`src/rtl/qr_valley_gate.sv`:
```
module qr_valley_gate #(
  parameter int SUPP_SHORT = 312,
  parameter int SUPP_LONG  = 3125,
  parameter int OFF_MAX    = 5250,
  parameter int LEB        = 41,
  parameter int ON_MAX     = 3750,
  parameter int VALLEY_MAX = 7,
  localparam int VW        = $clog2(VALLEY_MAX + 1)
) (
  input  logic          clk,
  input  logic          rst_n,
  input  logic          zc_pulse,
  input  logic          ring_hi,
  input  logic          cmp_trip,
  input  logic          ilim_trip,
  input  logic [VW-1:0] valley_target,
  output logic          gate
);

  localparam int TMAX = (OFF_MAX > ON_MAX) ? OFF_MAX : ON_MAX;
  localparam int TW   = $clog2(TMAX + 1);

  logic [TW-1:0] tmr;
  logic [VW-1:0] valleys;

  logic supp_done, enough, off_expire, turn_on;
  logic blank_done, trip, on_expire, turn_off;
  logic valley_full;

  assign supp_done   = ring_hi ? (tmr >= TW'(SUPP_SHORT - 1))
                               : (tmr >= TW'(SUPP_LONG - 1));
  assign enough      = valleys >= valley_target;
  assign off_expire  = tmr >= TW'(OFF_MAX - 1);
  assign turn_on     = !gate && ((supp_done && enough) || off_expire);

  assign blank_done  = tmr >= TW'(LEB);
  assign trip        = cmp_trip || ilim_trip;
  assign on_expire   = tmr >= TW'(ON_MAX - 1);
  assign turn_off    = gate && ((blank_done && trip) || on_expire);

  assign valley_full = valleys == VW'(VALLEY_MAX);

  always_ff @(posedge clk) begin
    if (!rst_n) begin
      gate    <= 1'b0;
      tmr     <= '0;
      valleys <= '0;
    end else begin
      if (turn_on || turn_off)
        tmr <= '0;
      else if (tmr != TW'(TMAX))
        tmr <= tmr + 1'b1;

      if (turn_on)
        gate <= 1'b1;
      else if (turn_off)
        gate <= 1'b0;

      if (turn_on)
        valleys <= '0;
      else if (!gate && zc_pulse && !valley_full)
        valleys <= valleys + 1'b1;
    end
  end

endmodule


```
`config.mk`:
```
export PLATFORM = sky130hd
export DESIGN_NAME = qr_valley_gate
export DESIGN_NICKNAME = d
export VERILOG_FILES = /design/src/rtl/qr_valley_gate.sv
export SDC_FILE = /design/constraint.sdc
export NUM_CORES = 1
export LEC_CHECK = 0
export ABC_AREA = 1
export CELL_PAD_IN_SITES_DETAIL_PLACEMENT = 1
export CELL_PAD_IN_SITES_GLOBAL_PLACEMENT = 1
export CORE_MARGIN = 2
export CORE_UTILIZATION = 41
export DETAILED_ROUTE_END_ITERATION = 10
export GPL_TIMING_DRIVEN = 0
export PLACE_DENSITY = 0.8
export SKIP_LAST_GASP = 1
export SYNTH_ARGS = -nofsm -noshare
export SYNTH_HDL_FRONTEND = slang
export SYNTH_SLANG_ARGS = --single-unit
```
`constraint.sdc`:
```
create_clock -name clk -period 1.8 [get_ports clk]
set_input_delay 0.36 -clock clk [delete_from_list [all_inputs] [get_ports clk]]
set_output_delay 0.36 -clock clk [all_outputs]
set_load 0.005 [all_outputs]
```
Yosys cells after proc, flatten, opt, wreduce, memory -nomap -nowiden
Index checks and enable logic that the tools add are counted.

word-level totals
  bits in registers = 17
  bits of input ports = 9

cells by class
  add/subtract/negate cells = 2
  $lt $le $gt $ge = 6
  eq/ne operators = 2
  muxes and demuxes = 3
  bitwise gates (word level) = 1
  reductions and logical operators = 15

operators with widths
  cell                     count
  $ge A13 B12 Y1 const B   2
  $add A13 B1 Y13 const B  1
  $ge A13 B13 Y1 const B   1
  $ge A13 B6 Y1 const B    1
  $ge A13 B9 Y1 const B    1
  $ne A13 B13 Y1 const B   1
  $logic_and A1 B1 Y1      6
  $logic_or A1 B1 Y1       4
  $reduce_or A2 Y1         2
  $add A3 B1 Y3 const B    1
  $eq A3 B3 Y1 const B     1
  $ge A3 B3 Y1             1
  $mux W1                  3
  $logic_not A1 Y1         2
  $reduce_bool A2 Y1       1
  $not A1 Y1               1

Longest topological paths before layout
  depth in word-level cells = 7
  gate-level depth with buffers = 13
  gate-level depth less buffers = 11

Worst setup path after synthesis
Ideal clock, no wire load.

  kind = register to register
  from = reg tmr[1]
  to = reg tmr[0]
  setup time = 0.116 ns
  arrival = 1.383 ns
  data required time = 1.684 ns
  slack = 0.301 ns
  stages on the path, launching flop included = 12
  buffers on the path = 1
  clock period less this slack = 1.499 ns
  cell sequence = dfxtp_1 > ha_1 > nand2_1 > nand3_1 > nand2_1 > nand2_1 > nand3_1 > nand2_1 > nand2_2 > nand3_4 > buf_6 > nor2_2

on the way
  word-level cells in the longest chain between the ends = 7
  elaborated cells between the ends (all ways) = 15
  classes of those cells = order compare: 5; eq/ne: 1; mux: 1; reduce/logical: 8

ends and longest elaborated chain
  item                                                    RTL line  source
  start, declared                                         23        logic [TW-1:0] tmr;
  start signal, assigned                                  52        tmr <= tmr + 1'b1;
  $ge A13 B12 Y1 / $ge A13 B9 Y1 (equally long branches)  31, 30
  $mux W1                                                 30        assign supp_done = ring_hi ? (tmr >= TW'(SUPP_SHORT - 1))
  $logic_and A1 B1 Y1                                     34        assign turn_on = !gate && ((supp_done && enough) || off_expire);
  $logic_or A1 B1 Y1                                      34
  $logic_and A1 B1 Y1                                     34
  $logic_or A1 B1 Y1                                      49        if (turn_on || turn_off)
  $reduce_or A2 Y1 (no source line)                       --

Several ways; a longest one is shown, not always the timed one.
A chain may end at the register's enable or synchronous reset.

Final worst setup path
  from = reg tmr[8]
  to = reg tmr[6]

Same word-level chain as after synthesis.

==> run_results.csv <==
group,metric,value,unit
die,start_util,43.4,%
timing,timing.final.max_slew_violations,0,
placement,dpl.hpwl,2600,microns
synth,number_of_enable_flip_flop_cells_after_synthesis,0,
timing,post-route-min-period,1.69,ns
setup_path,r2r-start,"tmr[8]",
worst_hold_path,hold_start,"gate",
worst_hold_path,hold_path.class,"reg -> reg",
timing,period_utilisation_layout,93.8,%
finish,n_antenna_cell,0,
flow_run,maxCapViolations,0,
setup_path,reg2reg_slack,0.11,ns
die,num_rows,20,
clock_tree,cts_max_level,1,
timing,setup_slack,0.112,ns
global_route,antenna_found_initial,0,
synth,synth_ff_type,"sky130_fd_sc_hd__dfxtp_1",
timing,finalSetupViolations,0,
synth,synth_top_area_share,25.7,%
pwr,total_leakage_power,0.712,nW
drt,ant_nets,0,
die,coreArea,3050,sq um
setup_path,startpoint_type,"flip-flop",
placement,preCtsSetupSlack,-0.411,ns
global_route,track_usage,20.1,%
placement,dpl_cell_area,1470,sq um
setup_path,critical_path_arrival,1.91,ns
setup_path,crit-reg2reg-capture,"tmr[6]",
clock_tree,cts_made_buffers,3,
clock_tree,cts_clock_pin_slew_for_the_worst_setup_and_hold_paths,0.11,ns
clock_tree,tritoncts_clock_tree,"built",
die,boundaryPins,10,
synth,yosysSeqAreaShare,25.7,%
global_route,global_route.overflow_total,0,
finish,fin_util,53.0,%
worst_hold_path,timing.hold.worst_path_depth,2,
clock_tree,clockRootBuffer,"sky130_fd_sc_hd__clkbuf_4",
clock_tree,cts_max_path_buffers,2,
global_route,grt_start_max_net_pins,11,
synth,yosys_warnings,0,
synth,synth_common_cells,"sky130_fd_sc_hd__nand2_1, sky130_fd_sc_hd__nor2_1, sky130_fd_sc_hd__inv_1, sky130_fd_sc_hd__dfxtp_1, sky130_fd_sc_hd__nand3_1",
die,area_enclosed_by_the_die_boundary,3700,sq um
synth,ys_seq_elements,17,
clock_tree,total_of_hold_buffers_inserted_after_clock_tree_synthesis,0,
synth,postSynthAreaPerCell,6.82,sq um
timing,finalClockSkew,0.00706,ns
status,run_status,"complete, no violations",
setup_path,worst_setup_end_kind,"flip-flop",
drt,via_per_inst,4.84,
synth,synth.net_count,212,
synth,synthMostInstantiatedCell,"sky130_fd_sc_hd__nand2_1",
drt,starting_drt_drc_count,34,
worst_hold_path,min_to,"gate",
setup_path,critPathKind,"reg -> reg",
synth,ys_types,28,
die,dieWidth,60.8,microns
drt,route.vias.total,1235,
synth,asyncSetResetFlopFracSynth,0,%
die,vertical_extent_of_the_die,60.8,microns
placement,dpl.cell_count,247,
global_route,grt_first_pass_wirelength,5420,microns
drt,wire_per_inst,13.6,microns
setup_path,reg2regPathDepth,10,
clock_tree,clock_sinks,17,
finish,design_area,1620,sq um
setup_path,cp_max_fo,9,
synth,netlist_top_cells_area,"sky130_fd_sc_hd__dfxtp_1, sky130_fd_sc_hd__nand2_1, sky130_fd_sc_hd__ha_1",
pwr,cellPowerDensity,506,nW/um^2
drt,first_pass_iters,4,
timing,hold_viol_final,0,
finish,area_growth,22.1,%
timing,maxClockFrequency,0.592,GHz
synth,synth_top_cell_by_area,"sky130_fd_sc_hd__dfxtp_1",
clock_tree,clkLatencyLatePin,0.31,ns
timing,setup_tns,0,ns
setup_path,cp.required,2.02,ns
placement,io_buffer_count,9,
drt,post-route-drc-count,0,
pwr,ir_drop,0.409,mV
finish,stdcell_count,255,
timing,slew_headroom,69.6,%
synth,synthesis.instances,194,
finish,nets,230,
global_route,vias_in_the_first_global_route,1196,
timing,worst-slew-pin-transition,0.455,ns
finish,drive_above_1_share,26.5,%
placement,globalplace.congestion,0.867,
drt,detail_route.wirelength,3460,microns
synth,synthesis.area,1320,sq um
logic make-up (layout without fill, tap and decap cells):
group	count (synthesis)	after routing	synth area share, %
buffers and inverters	33	50	11.9
and+or+nand+nor	114	114	41.3
DFF	17	17	25.7
adders and majority gates	9	9	8.51
muxes	2	2	1.70
xor gates and xnor gates	11	11	7.28
AOI/OAI and AO/OA	8	8	3.59
cells in the final DEF, fill, tap and decap left out, types with 4 or more instances in the layout:
master,netlist,final
sky130_fd_sc_hd__nand2_1,40,38
sky130_fd_sc_hd__nor2_1,30,29
sky130_fd_sc_hd__inv_1,21,19
sky130_fd_sc_hd__nand3_1,16,15
sky130_fd_sc_hd__nor2_2,11,12
sky130_fd_sc_hd__dfxtp_1,17,12
sky130_fd_sc_hd__xor2_1,11,11
sky130_fd_sc_hd__inv_2,7,9
sky130_fd_sc_hd__clkdlybuf4s50_1,0,7
sky130_fd_sc_hd__ha_1,9,6
sky130_fd_sc_hd__nand2_2,3,5
sky130_fd_sc_hd__nor3_1,5,4
sky130_fd_sc_hd__buf_4,1,4
repair_timing:
| action | in CTS | in global routing |
|---|---|---|
| gates resized for setup | 4 | 18 |
| hold endpoints to repair | 0 | 0 |
| gates cloned | 0 | 1 |
| pin swaps | 0 | 7 |
| setup buffers | 0 | 3 |
| setup endpoints to repair | 10 | 16 |
how the worst max path moves through the flow:
stage                          to        startpoint  cells after the start  slack [ns]
after global placement    tmr[11]  valley_target[2]                     11       -0.29
after global routing       tmr[3]            tmr[9]                     12       -0.01
final                      tmr[6]            tmr[8]                     10        0.11
after detailed placement   tmr[0]  valley_target[2]                     11       -0.41
after floorplan            tmr[0]            tmr[1]                     11        0.30
after CTS                 tmr[11]  valley_target[2]                     11       0.004
worst max-delay path, stage by stage (launching register included):
cell and delay [ns]:
sky130_fd_sc_hd__dfxtp_1 0.33, sky130_fd_sc_hd__buf_6 0.14, sky130_fd_sc_hd__nor2_2 0.13, sky130_fd_sc_hd__nand4_1 0.14, sky130_fd_sc_hd__nor3_2 0.24, sky130_fd_sc_hd__nor2_1 0.08
sky130_fd_sc_hd__nand2_2 0.09, sky130_fd_sc_hd__nand2_2 0.08, sky130_fd_sc_hd__nand3_4 0.15, sky130_fd_sc_hd__clkbuf_16 0.17, sky130_fd_sc_hd__nor2_2 0.03
report_power, final:
group          internal [mW]  switching (mW)
sequential             0.393          0.0204
combinational         0.0908          0.0897
clock                 0.0867           0.137
routing by layer:
layer | vias up | GRT usage [%] | part of all wire (%)
li1 | 636 | - | -
met1 | 577 | 25.7 | 47
met2 | 18 | 33.8 | 49
met3 | 4 | 5.12 | 3.4
met4 | 0 | 4.66 | 0.90
met5 | - | 0 | 0
metrics by stage:
stage                     total power [mW]  hold WS (ns)
final                                0.818         0.535
after global routing                 0.868         0.572
after CTS                            0.801         0.539
after detailed placement             0.570         0.522
after global placement               0.560         0.517
after floorplan                      0.518         0.481
registers in the layout, indices dropped and copies added (netlist names):
name	flops
tmr	13
gate	1
valleys	3
layout make-up:
| class | instances | area, sq um |
|---|---|---|
| Buffer | 5 | 61.3 |
| Clock buffer | 4 | 26.3 |
| Fill cell | 411 | 1440 |
| Inverter | 28 | 105 |
| Multi-Input combinational cell | 144 | 875 |
| Sequential cell | 17 | 352 |
| Tap cell | 44 | 55.1 |
| Timing Repair Buffer | 13 | 143 |
No activity file was read; power rests on OpenSTA's default activity.
